--- config.mk ---
export PLATFORM = sky130hd
export DESIGN_NAME = pt_walker
export DESIGN_NICKNAME = d
export VERILOG_FILES = /design/src/rtl/pt_walker_pkg.sv /design/src/rtl/pt_walker_ent_addr.sv /design/src/rtl/pt_walker_rights.sv /design/src/rtl/pt_walker_ctrl.sv /design/src/rtl/pt_walker.sv
export SDC_FILE = /design/constraint.sdc
export NUM_CORES = 1
export LEC_CHECK = 0
export BUFFER_PORTS_ARGS = -buffer_cell sky130_fd_sc_hd__buf_2
export CAP_MARGIN = 20
export CELL_PAD_IN_SITES_DETAIL_PLACEMENT = 2
export CELL_PAD_IN_SITES_GLOBAL_PLACEMENT = 2
export CORE_UTILIZATION = 33
export CTS_CLUSTER_DIAMETER = 200
export DETAILED_ROUTE_END_ITERATION = 8
export PLACE_DENSITY = 0.88
export SLEW_MARGIN = 20
export SYNTH_ARGS = -nofsm -noshare
export SYNTH_HDL_FRONTEND = slang
export SYNTH_SLANG_ARGS = --single-unit
--- constraint.sdc ---
create_clock -name clk -period 3.3 [get_ports clk]
set_input_delay 0.66 -clock clk [delete_from_list [all_inputs] [get_ports clk]]
set_output_delay 0.66 -clock clk [all_outputs]
set_load 0.01 [all_outputs]
--- src/rtl/pt_walker_pkg.sv ---
package pt_walker_pkg;
  localparam int BIT_PRES  = 0;
  localparam int BIT_RW    = 1;
  localparam int BIT_USR   = 2;
  localparam int BIT_ACC   = 5;
  localparam int BIT_DIRTY = 6;
  localparam int BIT_BIG   = 7;
  localparam int ERR_W     = 3;

  typedef enum logic [2:0] {
    ST_IDLE, ST_DIR_RD, ST_DIR_WB, ST_TBL_GO, ST_TBL_RD, ST_TBL_WB, ST_FIN
  } walk_st_e;
endpackage

--- src/rtl/pt_walker_ent_addr.sv ---
module pt_walker_ent_addr #(
  parameter int AW    = 32,
  parameter int OFF_W = 12,
  parameter int IDX_W = 10
) (
  input  logic [AW-1:0]    base_i,
  input  logic [IDX_W-1:0] idx_i,
  input  logic [AW-1:0]    keep_i,
  output logic [AW-1:0]    addr_o
);
  localparam int SLOT_W = IDX_W + 2;

  logic [AW-1:0] frame_base;
  logic [AW-1:0] slot_off;

  always_comb begin
    frame_base = {base_i[AW-1:OFF_W], {OFF_W{1'b0}}};
    slot_off   = AW'({idx_i, 2'b00});
    addr_o     = (frame_base + slot_off) & keep_i;
  end

  initial begin
    a_r2_slot_fits: assert (SLOT_W <= OFF_W);
  end
endmodule

--- src/rtl/pt_walker_rights.sv ---
module pt_walker_rights
  import pt_walker_pkg::*;
#(
  parameter int AW = 32
) (
  input  logic [AW-1:0] ent_i,
  input  logic [AW-1:0] dir_i,
  input  logic          combine_i,
  input  logic          final_i,
  input  logic          usr_i,
  input  logic          wr_i,
  input  logic          wp_i,
  output logic          present_o,
  output logic          viol_o,
  output logic          wr_ok_o,
  output logic [AW-1:0] upd_o,
  output logic          changed_o
);
  logic [AW-1:0] eff;
  logic          eff_u;
  logic          eff_rw;

  always_comb begin
    eff       = combine_i ? (ent_i & dir_i) : ent_i;
    eff_u     = eff[BIT_USR];
    eff_rw    = eff[BIT_RW];
    present_o = ent_i[BIT_PRES];
    if (usr_i) viol_o = !eff_u || (wr_i && !eff_rw);
    else       viol_o = wp_i && wr_i && !eff_rw;
    upd_o            = ent_i;
    upd_o[BIT_ACC]   = 1'b1;
    if (final_i && wr_i) upd_o[BIT_DIRTY] = 1'b1;
    changed_o = (upd_o != ent_i);
    if (usr_i) wr_ok_o = upd_o[BIT_DIRTY] && eff_rw;
    else       wr_ok_o = upd_o[BIT_DIRTY] && (!wp_i || eff_rw);
  end
endmodule

--- src/rtl/pt_walker_ctrl.sv ---
module pt_walker_ctrl
  import pt_walker_pkg::*;
#(
  parameter int AW    = 32,
  parameter int OFF_W = 12,
  parameter int IDX_W = 10
) (
  input  logic               clk,
  input  logic               rst,
  input  logic               start_i,
  input  logic [AW-1:0]      va_i,
  input  logic               wr_i,
  input  logic               usr_i,
  input  logic               pg_i,
  input  logic               wp_i,
  input  logic               pse_i,
  input  logic [AW-1:0]      keep_i,
  input  logic [AW-1:0]      dir_addr_i,
  input  logic [AW-1:0]      tbl_addr_i,
  input  logic               present_i,
  input  logic               viol_i,
  input  logic               wr_ok_i,
  input  logic [AW-1:0]      upd_i,
  input  logic               changed_i,
  output logic               combine_o,
  output logic               final_o,
  output logic               usr_q_o,
  output logic               wr_q_o,
  output logic               wp_q_o,
  output logic [AW-1:0]      dir_q_o,
  output logic [AW-1:0]      va_q_o,
  output logic [AW-1:0]      keep_q_o,
  output logic               mem_req,
  output logic               mem_we,
  output logic [AW-1:0]      mem_addr,
  output logic [AW-1:0]      mem_wdata,
  input  logic               mem_ack,
  input  logic [AW-1:0]      mem_rdata,
  output logic               busy_o,
  output logic               done_o,
  output logic               fault_o,
  output logic [ERR_W-1:0]   code_o,
  output logic [AW-1:0]      fault_va_o,
  output logic [AW-OFF_W-1:0] frame_o,
  output logic               big_o,
  output logic               can_wr_o
);
  localparam int FRM_W = AW - OFF_W;
  localparam int HI_LO = OFF_W + IDX_W;

  walk_st_e          st;
  logic              pse_q;
  logic              big_sel;
  logic [FRM_W-1:0]  big_frame;
  logic [FRM_W-1:0]  small_frame;
  logic              pend_fault;
  logic [ERR_W-1:0]  pend_code;
  logic [FRM_W-1:0]  pend_frame;
  logic              pend_big;
  logic              pend_wr;
  logic [AW-1:0]     last_rd_q;

  always_comb begin
    big_sel     = mem_rdata[BIT_BIG] && pse_q;
    combine_o   = (st == ST_TBL_RD);
    final_o     = (st == ST_TBL_RD) || big_sel;
    big_frame   = {mem_rdata[AW-1:HI_LO], va_q_o[HI_LO-1:OFF_W]} & keep_q_o[AW-1:OFF_W];
    small_frame = upd_i[AW-1:OFF_W] & keep_q_o[AW-1:OFF_W];
    busy_o      = (st != ST_IDLE);
  end

  always_ff @(posedge clk) begin
    if (rst) begin
      st         <= ST_IDLE;
      pse_q      <= 1'b0;
      usr_q_o    <= 1'b0;
      wr_q_o     <= 1'b0;
      wp_q_o     <= 1'b0;
      dir_q_o    <= '0;
      va_q_o     <= '0;
      keep_q_o   <= '0;
      mem_req    <= 1'b0;
      mem_we     <= 1'b0;
      mem_addr   <= '0;
      mem_wdata  <= '0;
      done_o     <= 1'b0;
      fault_o    <= 1'b0;
      code_o     <= '0;
      fault_va_o <= '0;
      frame_o    <= '0;
      big_o      <= 1'b0;
      can_wr_o   <= 1'b0;
      pend_fault <= 1'b0;
      pend_code  <= '0;
      pend_frame <= '0;
      pend_big   <= 1'b0;
      pend_wr    <= 1'b0;
      last_rd_q  <= '0;
    end else begin
      done_o <= 1'b0;
      case (st)
        ST_IDLE: begin
          if (start_i) begin
            va_q_o     <= va_i;
            wr_q_o     <= wr_i;
            usr_q_o    <= usr_i;
            wp_q_o     <= wp_i;
            pse_q      <= pse_i;
            keep_q_o   <= keep_i;
            pend_fault <= 1'b0;
            pend_code  <= '0;
            pend_big   <= 1'b0;
            if (!pg_i) begin
              pend_frame <= va_i[AW-1:OFF_W] & keep_i[AW-1:OFF_W];
              pend_wr    <= 1'b1;
              st         <= ST_FIN;
            end else begin
              mem_req  <= 1'b1;
              mem_we   <= 1'b0;
              mem_addr <= dir_addr_i;
              st       <= ST_DIR_RD;
            end
          end
        end
        ST_DIR_RD: begin
          if (mem_ack) begin
            last_rd_q <= mem_rdata;
            if (!present_i || (big_sel && viol_i)) begin
              pend_fault <= 1'b1;
              pend_code  <= {usr_q_o, wr_q_o, present_i};
              pend_wr    <= 1'b0;
              mem_req    <= 1'b0;
              st         <= ST_FIN;
            end else begin
              dir_q_o <= upd_i;
              if (big_sel) begin
                pend_frame <= big_frame;
                pend_wr    <= wr_ok_i;
                pend_big   <= 1'b1;
              end
              if (changed_i) begin
                mem_we    <= 1'b1;
                mem_wdata <= upd_i;
                st        <= ST_DIR_WB;
              end else begin
                mem_req <= 1'b0;
                st      <= big_sel ? ST_FIN : ST_TBL_GO;
              end
            end
          end
        end
        ST_DIR_WB: begin
          if (mem_ack) begin
            mem_req <= 1'b0;
            mem_we  <= 1'b0;
            st      <= pend_big ? ST_FIN : ST_TBL_GO;
          end
        end
        ST_TBL_GO: begin
          mem_req  <= 1'b1;
          mem_we   <= 1'b0;
          mem_addr <= tbl_addr_i;
          st       <= ST_TBL_RD;
        end
        ST_TBL_RD: begin
          if (mem_ack) begin
            last_rd_q <= mem_rdata;
            if (!present_i || viol_i) begin
              pend_fault <= 1'b1;
              pend_code  <= {usr_q_o, wr_q_o, present_i};
              pend_wr    <= 1'b0;
              mem_req    <= 1'b0;
              st         <= ST_FIN;
            end else begin
              pend_frame <= small_frame;
              pend_wr    <= wr_ok_i;
              if (changed_i) begin
                mem_we    <= 1'b1;
                mem_wdata <= upd_i;
                st        <= ST_TBL_WB;
              end else begin
                mem_req <= 1'b0;
                st      <= ST_FIN;
              end
            end
          end
        end
        ST_TBL_WB: begin
          if (mem_ack) begin
            mem_req <= 1'b0;
            mem_we  <= 1'b0;
            st      <= ST_FIN;
          end
        end
        ST_FIN: begin
          done_o   <= 1'b1;
          fault_o  <= pend_fault;
          code_o   <= pend_code;
          can_wr_o <= pend_wr;
          if (pend_fault) begin
            fault_va_o <= va_q_o;
          end else begin
            frame_o <= pend_frame;
            big_o   <= pend_big;
          end
          st <= ST_IDLE;
        end
        default: st <= ST_IDLE;
      endcase
    end
  end

  a_r10_req_hold: assert property (@(posedge clk) disable iff (rst)
    (mem_req && !mem_ack) |=> (mem_req && $stable(mem_addr)));
  a_r10_we_needs_req: assert property (@(posedge clk) disable iff (rst)
    mem_we |-> mem_req);
  a_r10_busy_excl_done: assert property (@(posedge clk) disable iff (rst)
    !(busy_o && done_o));
  a_r7_wb_sets_acc: assert property (@(posedge clk) disable iff (rst)
    (mem_req && mem_we) |-> mem_wdata[BIT_ACC]);
  a_r7_wb_only_on_change: assert property (@(posedge clk) disable iff (rst)
    (mem_req && mem_we) |-> (mem_wdata != last_rd_q));
  a_r6_fault_no_write: assert property (@(posedge clk) disable iff (rst)
    (done_o && fault_o) |-> !can_wr_o);
endmodule

--- src/rtl/pt_walker.sv ---
module pt_walker
  import pt_walker_pkg::*;
#(
  parameter int AW    = 32,
  parameter int OFF_W = 12,
  parameter int IDX_W = 10
) (
  input  logic                 clk,
  input  logic                 rst,
  input  logic                 walk_start,
  input  logic [AW-1:0]        walk_va,
  input  logic                 walk_wr,
  input  logic                 walk_usr,
  input  logic                 paging_on,
  input  logic                 wr_protect,
  input  logic                 big_pages_on,
  input  logic [AW-1:0]        dir_base,
  input  logic [AW-1:0]        a20_keep,
  output logic                 mem_req,
  output logic                 mem_we,
  output logic [AW-1:0]        mem_addr,
  output logic [AW-1:0]        mem_wdata,
  input  logic                 mem_ack,
  input  logic [AW-1:0]        mem_rdata,
  output logic                 walk_busy,
  output logic                 walk_done,
  output logic                 walk_fault,
  output logic [ERR_W-1:0]     fault_code,
  output logic [AW-1:0]        fault_va,
  output logic [AW-OFF_W-1:0]  phys_frame,
  output logic                 big_page,
  output logic                 can_write
);
  logic [AW-1:0] dir_addr;
  logic [AW-1:0] tbl_addr;
  logic [AW-1:0] dir_q;
  logic [AW-1:0] va_q;
  logic [AW-1:0] keep_q;
  logic          combine;
  logic          final_ent;
  logic          usr_q;
  logic          wr_q;
  logic          wp_q;
  logic          present;
  logic          viol;
  logic          wr_ok;
  logic [AW-1:0] upd;
  logic          changed;

  pt_walker_ent_addr #(.AW(AW), .OFF_W(OFF_W), .IDX_W(IDX_W)) u_dir_addr (
    .base_i (dir_base),
    .idx_i  (walk_va[AW-1 -: IDX_W]),
    .keep_i (a20_keep),
    .addr_o (dir_addr)
  );

  pt_walker_ent_addr #(.AW(AW), .OFF_W(OFF_W), .IDX_W(IDX_W)) u_tbl_addr (
    .base_i (dir_q),
    .idx_i  (va_q[OFF_W +: IDX_W]),
    .keep_i (keep_q),
    .addr_o (tbl_addr)
  );

  pt_walker_rights #(.AW(AW)) u_rights (
    .ent_i     (mem_rdata),
    .dir_i     (dir_q),
    .combine_i (combine),
    .final_i   (final_ent),
    .usr_i     (usr_q),
    .wr_i      (wr_q),
    .wp_i      (wp_q),
    .present_o (present),
    .viol_o    (viol),
    .wr_ok_o   (wr_ok),
    .upd_o     (upd),
    .changed_o (changed)
  );

  pt_walker_ctrl #(.AW(AW), .OFF_W(OFF_W), .IDX_W(IDX_W)) u_ctrl (
    .clk        (clk),
    .rst        (rst),
    .start_i    (walk_start),
    .va_i       (walk_va),
    .wr_i       (walk_wr),
    .usr_i      (walk_usr),
    .pg_i       (paging_on),
    .wp_i       (wr_protect),
    .pse_i      (big_pages_on),
    .keep_i     (a20_keep),
    .dir_addr_i (dir_addr),
    .tbl_addr_i (tbl_addr),
    .present_i  (present),
    .viol_i     (viol),
    .wr_ok_i    (wr_ok),
    .upd_i      (upd),
    .changed_i  (changed),
    .combine_o  (combine),
    .final_o    (final_ent),
    .usr_q_o    (usr_q),
    .wr_q_o     (wr_q),
    .wp_q_o     (wp_q),
    .dir_q_o    (dir_q),
    .va_q_o     (va_q),
    .keep_q_o   (keep_q),
    .mem_req    (mem_req),
    .mem_we     (mem_we),
    .mem_addr   (mem_addr),
    .mem_wdata  (mem_wdata),
    .mem_ack    (mem_ack),
    .mem_rdata  (mem_rdata),
    .busy_o     (walk_busy),
    .done_o     (walk_done),
    .fault_o    (walk_fault),
    .code_o     (fault_code),
    .fault_va_o (fault_va),
    .frame_o    (phys_frame),
    .big_o      (big_page),
    .can_wr_o   (can_write)
  );
endmodule

## Yosys cells after proc, flatten, opt, wreduce, memory -nomap -nowiden

Cells that the tools add are included.

| word-level totals | value |
|---|---|
| register bits after elaboration | 254 |
| bits of input ports | 137 |
| output and inout bits | 126 |
| logic and storage cells | 169 |

| operators by class | value |
|---|---|
| add/sub/neg operators | 2 |
| equality and inequality tests | 21 |
| mux-type cells | 76 |
| bitwise operators | 8 |
| reductions and logical operators | 38 |

Operators by type and width:

| cell | number |
|---|---|
| 2-to-1 mux 32 bit | 7 |
| 2-to-1 mux 20 bit | 7 |
| case mux 32 bit (2 select lines) | 2 |
| adder 32 x 12 -> 32 bit | 2 |
| AND 32 bit | 2 |
| AND 20 bit | 3 |
| case mux 20 bit (3 select lines) | 1 |
| 2-to-1 mux 3 bit | 17 |
| 2-to-1 mux 1 bit | 34 |
| != test 2 bit (second input constant) | 9 |
| case mux 3 bit (6 select lines) | 1 |
| AND reduction 6 bit | 3 |
| AND reduction 8 bit | 2 |
| AND reduction 5 bit | 3 |
| case mux 1 bit (5 select lines) | 2 |
| equality test 3 bit (second input constant) | 3 |
| case mux 3 bit (3 select lines) | 1 |
| logical AND 1 bit | 8 |
| != test 2 x 1 -> 1 bit (second input constant) | 4 |
| equality test 3 x 2 -> 1 bit (second input constant) | 2 |
| case mux 1 bit (3 select lines) | 2 |
| AND reduction 2 bit | 3 |
| AND reduction 3 bit | 2 |
| nonzero test 2 bit | 3 |
| other kinds (13) | 22 |

## Logic depth before layout (Yosys ltp)

Gate-level depths: netlist (run 1).

| logic depth | value |
|---|---|
| depth after elaboration | 11 |
| gate-level depth with buffers | 8 |

## Hierarchy

Synthesis (run 1) repeated with hierarchy kept, for this count alone.

| second synthesis, totals | value |
|---|---|
| cells, all modules | 1293 |
| area, all modules | 10546.4 µm² |

Modules (own cells, without submodules):

| module | times used | cells each | area each (µm²) | sequential area each (µm²) |
|---|---|---|---|---|
| pt_walker_ctrl | 1 | 1183 | 9831.9 | 5084.9 |
| pt_walker_ent_addr | 2 | 33 | 206.4 | 0.0 |
| pt_walker_rights | 1 | 44 | 301.5 | 0.0 |

## Least setup slack after synthesis (run 1)

Ideal clock, no wire load.

| timing | value |
|---|---|
| path kind | input to register |
| start | in walk_start |
| end | reg u_ctrl.pend_frame[11] |
| data arrival time | 1.968 ns |
| data required time | 3.160 ns |
| path slack | 1.192 ns |
| stages on the path | 7 |
| path through | or4b_1 > clkbuf_1 > o22ai_2 > o211a_4 > and2_1 > buf_4 > a311oi_2 |

| on the way | value |
|---|---|
| word-level cells in the longest chain between the ends | 2 |

Ends and longest elaborated chain:

| element | RTL line | text |
|---|---|---|
| from (decl) | pt_walker.sv:10 | `input logic walk_start,` |
| != test 2 bit (no line) | - |  |
| AND reduction 8 bit (no line) | - |  |
| to (signal assigned) | pt_walker_ctrl.sv:114 | `pend_frame <= va_i[AW-1:OFF_W] & keep_i[AW-1:OFF_W];` |
| to (signal assigned) | pt_walker_ctrl.sv:137 | `pend_frame <= big_frame;` |
| to (signal assigned) | pt_walker_ctrl.sv:175 | `pend_frame <= small_frame;` |
| to (decl) | pt_walker_ctrl.sv:58 | `logic [FRM_W-1:0] pend_frame;` |

No other way between the ends.
A chain may end at the register's enable or synchronous reset.

## Worst setup path in the final report (run 1)

| timing | value |
|---|---|
| start | reg u_ctrl.st[2] |
| end | reg u_ctrl.dir_q_o[27] |

| on the way | value |
|---|---|
| word-level cells in the longest chain between the ends | 10 |
| elaborated cells between the ends (all ways) | 13 |

Ends and longest elaborated chain:

| element | RTL line | text |
|---|---|---|
| from (decl) | pt_walker_ctrl.sv:51 | `walk_st_e st;` |
| from (signal assigned) | pt_walker_ctrl.sv:147 | `st <= big_sel ? ST_FIN : ST_TBL_GO;` |
| from (signal assigned) | pt_walker_ctrl.sv:156 | `st <= pend_big ? ST_FIN : ST_TBL_GO;` |
| equality test 3 bit | pt_walker_ctrl.sv:65 | `combine_o = (st == ST_TBL_RD);` |
| 2-to-1 mux 3 bit | pt_walker_rights.sv:24 | `eff = combine_i ? (ent_i & dir_i) : ent_i;` |
| zero test 1 bit | pt_walker_rights.sv:28, pt_walker_rights.sv:29 |  |
| logical AND 1 bit | pt_walker_rights.sv:28 | `if (usr_i) viol_o = !eff_u \|\| (wr_i && !eff_rw);` |
| logical OR 1 bit | pt_walker_rights.sv:28 |  |
| 2-to-1 mux 1 bit | pt_walker_rights.sv:28 |  |
| logical AND 1 bit | pt_walker_ctrl.sv:128 | `if (!present_i \|\| (big_sel && viol_i)) begin` |
| logical OR 1 bit | pt_walker_ctrl.sv:128 |  |
| NOT 1 bit (no line) | - |  |
| AND reduction 3 bit (no line) * | - |  |
| to (signal assigned) | pt_walker_ctrl.sv:135 | `dir_q_o <= upd_i;` |
| to (decl) | pt_walker_ctrl.sv:30 | `output logic [AW-1:0] dir_q_o,` |

Every way passes the cells marked *; elsewhere a longest branch is shown, timed or not.

==> metrics.txt, run 1 <==
peak supply drop=457.2 µV; Max Fclk=350.8 MHz; CTS sink count=240; layout cells sized above 1=23.97%; WL/cell=24.42 µm; GRT Total Usage=27.81%; Die Area=30,890 µm²; worst slew pin tran=0.8524 ns; pwr dens=805.1 nW/µm²; FF/Latch Area=4805 µm²; CTS resizes=0; crit path DAT=3.30 ns; CP Class=reg -> reg; post-route antenna net violation count=0; IO buf count=246; Bufs on Longest Clock Path=3; fill cell count=3,277; final wirelength=43,920 µm; first-pass GRT wire length=66,080 µm; Clk pin slew, worst setup/hold paths=0.07 ns; mapped cell area=9962 µm²; Clock Latency Late Sink=0.54 ns; Post CTS Setup Buffer Count=0; most frequent cells in the layout=251 x nand2_1, 245 x buf_2, 240 x dfxtp_1, 160 x a21oi_1, 89 x nand3_1; RePlAce Congestion=0.8832; via count=9,986; Final TNS setup=0 ns; Fin. Hold Viols=0; maximum capacitance violations=0; gr ovfl total=0; DRT Pass-1 Iters=5; flop2flop setup slack=0.45 ns; Avg Synthesized Cell Area=8.442 µm²; CTS tree=built; Primary FF master, synth=dfxtp_1; Cell variety after synth=59; CP startpoint kind=register; CTS root buf=clkbuf_16; Initial Util=33.61%; Crit. End Element=register; Cells after Synth=1,180; Hold Buf Count CTS=0; post-layout power=0.009973 W; FF+latch count, synth=240; Die Width=175.7 µm; site row count=63; CP max FO=18; final setup fails=0; Die Ht=175.7 µm; Final min period=2.851 ns; initial DRC count=646; synth-to-layout area growth=24.35%; pins over their slew limit=0; leak pwr=5.006 nW; post-synthesis sequential area ratio=48.23%; nets@finish=1,521; clock skew=0.01214 ns; core area=29,640 µm²; most common cell after layout, fill and taps aside=nand2_1; CTS buffer count=28; vias in the first global route=11,000; area of the multi-input gates=4731 µm²; CP required=3.75 ns; hold slack=0.3648 ns; status=completed; fin crit share=86.39%; CTS H-tree depth=1; worst min path class=in -> reg; I/O pins=263; vias per inst=5.551; fraction of registers with async set or reset after synthesis=0%; Post-synth EDFFs=0; RSZ-0062 raised after global routing=no; synth warn=0; largest net degree at the start of global routing=110; Post-route DRC=0; HPWL after DPL=28,910 µm; initial antenna violation count=12; Slew headroom=43.17%
[critical path, cell delays in order (launching register included)]
cell	delay [ns]
dfxtp_1	0.77
nor3b_1	0.56
a22o_1	0.34
o21ai_1	0.18
nand2_2	0.60
mux2i_1	0.31
[metrics by stage]
stage | instance area, µm² | worst slack [ns] | cells | utilization [%]
final | 12390 | 0.4492 | 1799 | 41.80
after global routing | 12390 | 0.3338 | 1798 | 41.79
after CTS | 12360 | 0.4862 | 1792 | 41.71
after detailed placement | 11500 | 0.4707 | 1744 | 38.79
after global placement | 11500 | 0.5274 | 1744 | 38.79
after floorplan | 9966 | 1.192 | 1181 | -
[Yosys cell counts (5+ instances only)]
cell / number / share of area (%)
clkbuf_1: 73 / 2.8
nand2_1: 251 / 9.5
dfxtp_1: 240 / 48
nor2_1: 44 / 1.7
buf_2: 14 / 0.70
o21ai_0: 6 / 0.30
nand2b_1: 87 / 5.5
a311oi_1: 30 / 2.6
mux2i_1: 53 / 5.3
nor2b_1: 6 / 0.38
a22o_1: 11 / 0.97
a311oi_2: 10 / 1.5
buf_4: 5 / 0.38
and3_1: 13 / 0.82
nand3_1: 89 / 4.5
a21oi_1: 160 / 8.0
a31oi_1: 12 / 0.75
inv_1: 8 / 0.30
a211oi_1: 10 / 0.75
[report_power, final]
part,total [W],switching (W),internal (W)
logic,0.00311,0.00207,0.00103
clock network,0.00298,0.00127,0.00171
registers,0.00389,0.000491,0.00340
[cells by family (layout without fill, tap and decap cells)]
group	after synthesis	after routing	synth area share, %
AOI/OAI and AO/OA	270	270	17.86
xor gates and xnor gates	1	1	0.08793
buffers and inverters	104	325	4.584
DFF	240	240	48.23
muxes	54	54	5.438
other	1	9	0.03764
and+or+nand+nor	510	510	23.76
[state kept, by name, summed over array words and instances (netlist names)]
name               flops
u_ctrl.fault_o         1
u_ctrl.pend_code       3
u_ctrl.mem_addr       30
u_ctrl.big_o           1
u_ctrl.code_o          3
u_ctrl.st              3
u_ctrl.wr_q_o          1
u_ctrl.usr_q_o         1
u_ctrl.pend_frame     20
u_ctrl.mem_we          1
u_ctrl.wp_q_o          1
u_ctrl.mem_req         1
u_ctrl.dir_q_o        22
u_ctrl.pend_big        1
u_ctrl.pse_q           1
u_ctrl.pend_fault      1
u_ctrl.va_q_o         32
u_ctrl.keep_q_o       30
u_ctrl.done_o          1
u_ctrl.pend_wr         1
u_ctrl.frame_o        20
u_ctrl.fault_va_o     32
u_ctrl.can_wr_o        1
u_ctrl.mem_wdata      32
[metal layers]
metal	up-vias	GRT usage [%]	wire (µm)
met4	10	15.25	2497
met3	138	4.589	2248
met1	5005	32.02	17020
met5	-	0	71
li1	4485	-	-
met2	348	48.90	22080
[cell type report]
class,instances,area share [%]
multi-input cells,837,38.19
well taps,390,3.939
inverters,8,0.2424
diodes,7,0.1414
clock buffers,40,6.595
flip-flops and latches,240,38.78
clock inverters,8,0.4040
repair buffers,269,11.71
[worst paths after layout]
| check | endpoint | cells after the start | start |
|---|---|---|---|
| setup / recovery | u_ctrl.dir_q_o[27] | 5 | u_ctrl.st[2] |
| hold / removal | u_ctrl.va_q_o[11] | 3 | walk_va[11] |
| setup reg to reg | u_ctrl.dir_q_o[27] | 5 | u_ctrl.st[2] |
| hold reg to reg | u_ctrl.mem_wdata[0] | 2 | u_ctrl.mem_wdata[0] |
No activity file was read; power rests on OpenSTA's default activity.
==> run 2: changes to the inputs <==
--- a/config.mk
+++ b/config.mk
@@ -6,13 +6,12 @@
 export NUM_CORES = 1
 export LEC_CHECK = 0
 export BUFFER_PORTS_ARGS = -buffer_cell sky130_fd_sc_hd__buf_2
-export CAP_MARGIN = 20
 export CELL_PAD_IN_SITES_DETAIL_PLACEMENT = 2
 export CELL_PAD_IN_SITES_GLOBAL_PLACEMENT = 2
-export CORE_UTILIZATION = 33
+export CORE_UTILIZATION = 30
 export CTS_CLUSTER_DIAMETER = 200
 export DETAILED_ROUTE_END_ITERATION = 8
-export PLACE_DENSITY = 0.88
+export PLACE_DENSITY_LB_ADDON = 0.1
 export SLEW_MARGIN = 20
 export SYNTH_ARGS = -nofsm -noshare
 export SYNTH_HDL_FRONTEND = slang
==> constraint.sdc (replaced) <==
create_clock -name clk -period 2.8 [get_ports clk]
set_input_delay 0.56 -clock clk [delete_from_list [all_inputs] [get_ports clk]]
set_output_delay 0.56 -clock clk [all_outputs]
set_load 0.01 [all_outputs]
==> metrics.txt, run 2 (synthesis gave the netlist of run 1 again) <==
CTS H-tree depth=1 (unchanged); Slowest Stage Delay on Critical Path=0.88 ns (was 0.77 ns); gr ovfl total=0 (unchanged); maximum capacitance violations=0 (unchanged); post-route setup slack=0.05128 ns (was 0.4492 ns); Post-route DRC=0 (unchanged); CP max FO=20 (was 18); nets@finish=1,532 (was 1,521); hold slack=0.2628 ns (was 0.3648 ns); GRT Total Usage=23.34% (was 27.81%); fin crit share=98.17% (was 86.39%); Fin. Hold Viols=0 (unchanged); pwr dens=924.8 nW/µm² (was 805.1 nW/µm²); synth-to-layout area growth=26.25% (was 24.35%); Max stage delay cell, worst path=and2_1 (was dfxtp_1); Hold Buf Count CTS=0 (unchanged); status=completed (unchanged); CTS resizes=0 (unchanged); hold wc startpoint=walk_va[3] (was walk_va[11]); CTS sink count=240 (unchanged); biggest regs=u_ctrl.fault_va_o (32), u_ctrl.mem_wdata (32), u_ctrl.va_q_o (32) (unchanged); CTS buffer count=29 (was 28); worst path cell trace=or4b_4 -> o22ai_2 -> o211a_4 -> and2_1 -> a311oi_2 (was nor3b_1 -> a22o_1 -> o21ai_1 -> nand2_2 -> mux2i_1); Crit. End Element=register (unchanged); DRT Pass-1 Iters=5 (unchanged); I/O pins=263 (unchanged); dpl cells=1,806 (was 1,744); most common cell after layout, fill and taps aside=nand2_1 (unchanged); Switching Share=37.03% (was 38.44%); via count=9,585 (was 9,986); vias per inst=5.150 (was 5.551); post-route antenna net violation count=0 (unchanged); most frequent cells in the layout=251 x nand2_1, 245 x buf_2, 240 x dfxtp_1, 160 x a21oi_1, 89 x nand3_1 (unchanged); flop2flop setup slack=0.05 ns (was 0.45 ns); final wirelength=39,980 µm (was 43,920 µm); IO buf count=246 (unchanged); Layout Cells excl Fill=1,861 (was 1,799); combinational group share of total power=31.6% (was 31.2%); register share of total power=38.5% (was 39.0%); Die Area=33,940 µm² (was 30,890 µm²); largest net degree at the start of global routing=68 (was 110); Net Sw Power=0.004307 W (was 0.003834 W); worst r2r src=u_ctrl.st[2] (unchanged); Hold EP=u_ctrl.va_q_o[3] (was u_ctrl.va_q_o[11]); internal power=0.007324 W (was 0.006140 W); clock skew=0.009954 ns (was 0.01214 ns); CTS root buf=clkbuf_16 (unchanged); layout cells sized above 1=24.27% (was 23.97%); CP Class=reg -> reg (unchanged); pins over their slew limit=0 (unchanged); vias in the first global route=9,945 (was 11,000); Die Ht=184.2 µm (was 175.7 µm); worst slew pin tran=1.146 ns (was 0.8524 ns); CP bufs+invs=0 (unchanged); Final min period=2.749 ns (was 2.851 ns); Clock Latency Late Sink=0.55 ns (was 0.54 ns); worst min path class=in -> reg (unchanged); core area=32,620 µm² (was 29,640 µm²); Clk pwr share=29.9% (was 29.8%); Top delay family on crit path=simple AND/OR/NAND/NOR gates (unchanged); WL/cell=21.48 µm (was 24.42 µm); Max Fclk=363.8 MHz (was 350.8 MHz); initial antenna violation count=11 (was 12); Post CTS Setup Buffer Count=0 (unchanged); Critical R2R Capture=u_ctrl.pend_frame[18] (was u_ctrl.dir_q_o[27]); hold path depth=3 (unchanged); CP startpoint kind=register (unchanged); leak pwr=5.067 nW (was 5.006 nW); CTS tree=built (unchanged); crit path DAT=3.10 ns (was 3.30 ns); Die Width=184.2 µm (was 175.7 µm); site row count=66 (was 63); Initial Util=30.54% (was 33.61%); initial DRC count=444 (was 646); worst r2r path cells=5 (unchanged); RePlAce Congestion=0.8436 (was 0.8832); peak supply drop=594.0 µV (was 457.2 µV); final setup fails=0 (unchanged); dpl ws=-0.02956 ns (was 0.4707 ns); Slew headroom=23.60% (was 43.17%); Bufs on Longest Clock Path=3 (unchanged); HPWL after DPL=28,130 µm (was 28,910 µm); first-pass GRT wire length=60,390 µm (was 66,080 µm); Clk pin slew, worst setup/hold paths=0.06 ns (was 0.07 ns); CP required=3.15 ns (was 3.75 ns)
==> run 2: worst max path at each step <==
stage | start | end | slack [ns] | cells past startpoint
floorplan | walk_start | u_ctrl.pend_frame[11] | 0.79 | 7
global placement | walk_start | u_ctrl.pend_frame[14] | -0.02 | 6
detailed placement | walk_start | u_ctrl.pend_frame[15] | -0.03 | 6
CTS | u_ctrl.st[2] | u_ctrl.pend_frame[15] | 0.12 | 5
global route | u_ctrl.st[2] | u_ctrl.pend_frame[18] | -0.04 | 5
finish | u_ctrl.st[2] | u_ctrl.pend_frame[18] | 0.05 | 5
==> run 2: tightest hold or removal path, delay by kind of cell <==
| family | cells | cell delay (ns) |
|---|---|---|
| buffers and inverters | 1 | 0.10 |
| and+or+nand+nor | 1 | 0.04 |
| AOI/OAI and AO/OA | 1 | 0.05 |
==> run 2: routing by layer <==
metal  vias up  wire length, µm  track usage (%)
li1       4524                -                -
met1      4757            17560            29.70
met2       229            18680            38.70
met3        67             2574            5.434
met4         8             1123            7.667
met5         -               46                0
==> run 2: area by class of cell <==
class | count | area, µm²
Timing Repair Buffer | 279 | 1588
Multi-Input combinational cell | 837 | 4731
Fill cell | 3765 | 20040
Clock inverter | 4 | 20.02
Antenna cell | 6 | 15.01
Sequential cell | 240 | 4805
Inverter | 8 | 30.03
Clock buffer | 45 | 835.8
Tap cell | 442 | 553.0
==> run 2: through the flow <==
stage	setup TNS [ns]	util, %	power, W	instance area [µm²]
floorplan	0	-	0.006713	9966
global placement	-0.1935	35.89	0.008130	11710
detailed placement	-0.1317	35.89	0.008229	11710
CTS	0	38.51	0.01175	12560
global route	-0.04388	38.53	0.01228	12570
finish	0	38.56	0.01163	12580
==> run 2: power groups by stage <==
stage / Clock (W) / Combinational [W] / Sequential [W]
after floorplan: 0 / 0.00229 / 0.00442
after global placement: 0 / 0.00362 / 0.00451
after detailed placement: 0 / 0.00370 / 0.00453
after CTS: 0.00356 / 0.00371 / 0.00447
after global routing: 0.00372 / 0.00401 / 0.00454
final: 0.00348 / 0.00368 / 0.00448
==> run 3: changes to the inputs <==
--- a/config.mk
+++ b/config.mk
@@ -11,7 +11,8 @@
 export CORE_UTILIZATION = 30
 export CTS_CLUSTER_DIAMETER = 200
 export DETAILED_ROUTE_END_ITERATION = 8
-export PLACE_DENSITY_LB_ADDON = 0.1
+export PLACE_DENSITY = 0.83
+export SKIP_LAST_GASP = 1
 export SLEW_MARGIN = 20
 export SYNTH_ARGS = -nofsm -noshare
 export SYNTH_HDL_FRONTEND = slang
==> metrics.txt, run 3 (synthesis gave the netlist of run 1 again) <==
CP required=3.25 ns (was 3.15 ns); nets@finish=1,526 (was 1,532); Post CTS Setup Buffer Count=0 (unchanged); site row count=66 (unchanged); via count=9,631 (was 9,585); RSZ-0062 raised after global routing=no; largest net degree at the start of global routing=91 (was 68); crit path DAT=2.98 ns (was 3.10 ns); CTS resizes=0 (unchanged); vias in the first global route=10,250 (was 9,945); CP startpoint kind=register (unchanged); final setup fails=0 (unchanged); Bufs on Longest Clock Path=3 (unchanged); CP max FO=18 (was 20); WL/cell=21.54 µm (was 21.48 µm); Fin. Hold Viols=0 (unchanged); CP Class=reg -> reg (unchanged); Max Fclk=396.5 MHz (was 363.8 MHz); Die Ht=184.2 µm (unchanged); pins over their slew limit=0 (unchanged); post-route antenna net violation count=0 (unchanged); most frequent cells in the layout=251 x nand2_1, 245 x buf_2, 240 x dfxtp_1, 160 x a21oi_1, 89 x nand3_1 (unchanged); I/O pins=263 (unchanged); CTS root buf=clkbuf_16 (unchanged); leak pwr=5.015 nW (was 5.067 nW); worst min path class=in -> reg (unchanged); GRT Total Usage=23.15% (was 23.34%); CTS tree=built (unchanged); synth-to-layout area growth=24.98% (was 26.25%); vias per inst=5.192 (was 5.150); pwr dens=921.0 nW/µm² (was 924.8 nW/µm²); initial antenna violation count=13 (was 11); met2 WL=18,920 µm (was 18,680 µm); gr ovfl total=0 (unchanged); CTS H-tree depth=1 (unchanged); most common cell after layout, fill and taps aside=nand2_1 (unchanged); biggest regs=u_ctrl.fault_va_o (32), u_ctrl.mem_wdata (32), u_ctrl.va_q_o (32) (unchanged); first-pass GRT wire length=60,400 µm (was 60,390 µm); core area=32,620 µm² (unchanged); peak supply drop=528.9 µV (was 594.0 µV); clock skew=0.008439 ns (was 0.009954 ns); RePlAce Congestion=0.8626 (was 0.8436); Slew headroom=40.95% (was 23.60%); layout cells sized above 1=24.06% (was 24.27%); Metal-1 WL=16,950 µm (was 17,560 µm); IO buf count=246 (unchanged); Crit. End Element=register (unchanged); Post-DP Area=11,620 µm² (was 11,710 µm²); maximum capacitance violations=0 (unchanged); fin area=12,450 µm² (was 12,580 µm²); CTS buffer count=27 (was 29); CTS sink count=240 (unchanged); Clk pin slew, worst setup/hold paths=0.06 ns (about the same); Initial Util=30.54% (unchanged); final wirelength=39,950 µm (was 39,980 µm); status=completed (unchanged); HPWL after DPL=28,430 µm (was 28,130 µm); Final TNS setup=0 ns (unchanged); initial DRC count=390 (was 444); metal3 WL=2525 µm (was 2574 µm); Top Metal Used=met5 (unchanged); worst slew pin tran=0.8857 ns (was 1.146 ns); Die Width=184.2 µm (unchanged); Hold Buf Count CTS=0 (unchanged); Die Area=33,940 µm² (unchanged); DRT Pass-1 Iters=5 (unchanged); Clock Latency Late Sink=0.54 ns (was 0.55 ns); Post-route DRC=0 (unchanged); fin crit share=90.08% (was 98.17%); Final min period=2.522 ns (was 2.749 ns)
[run 3: cell types whose count changed in the layout (fill, tap and decap cells not counted), moves of 2 or more]
cell,delta
clkinv_2,+2
diode_2,+2
buf_12,-4
clkbuf_16,-2
clkbuf_8,-2
clkbuf_1,-4
[run 3: layer usage]
layer,global-route usage [%],vias to the layer above
met3,5.434,97
met4,9.833,10
met2,38.53,256
met1,28.51,4768
met5,0,-
li1,-,4500
[run 3: critical path, cell delays in order (launching register included)]
cell,delay [ns]
dfxtp_1,0.74
nor3b_1,0.56
a22o_1,0.31
o21ai_1,0.16
nand2_2,0.21
buf_12,0.21
mux2i_1,0.24
[run 3: layout make-up]
cell class	instances	area (µm²)
sequential	240	4805
clock buffer	37	743.2
inverter	8	30.03
clock inverter	8	68.82
antenna	8	20.02
multi-input combinational	837	4723
timing repair buffer	275	1508
tap	442	553.0
fill	3684	20170
[run 3: through the flow]
stage / setup WS, ns / total power, W / std cells / hold slack (ns) / util [%]
after global routing: 0.07664 / 0.01202 / 1853 / 0.2611 / 38.16
after floorplan: 0.7923 / 0.006713 / 1181 / 0.4316 / -
final: 0.2778 / 0.01147 / 1855 / 0.2634 / 38.17
after detailed placement: 0.2931 / 0.008111 / 1802 / 0.4429 / 35.62
after CTS: 0.2532 / 0.01154 / 1847 / 0.2461 / 38.11
after global placement: 0.3238 / 0.007942 / 1802 / 0.4335 / 35.62
[run 3: where the power goes]
group	internal, W	switching, W
logic	0.00126	0.00230
registers	0.00400	0.000548
clock network	0.00193	0.00143
[run 3: path summary, 6_finish.rpt]
kind / depth (start not counted) / slack, ns / end / from
max reg2reg: 6 / 0.28 / u_ctrl.dir_q_o[21] / u_ctrl.st[2]
max: 6 / 0.28 / u_ctrl.dir_q_o[21] / u_ctrl.st[2]
min reg2reg: 2 / 0.45 / u_ctrl.mem_wdata[5] / u_ctrl.mem_wdata[5]
min: 3 / 0.26 / u_ctrl.va_q_o[7] / walk_va[7]
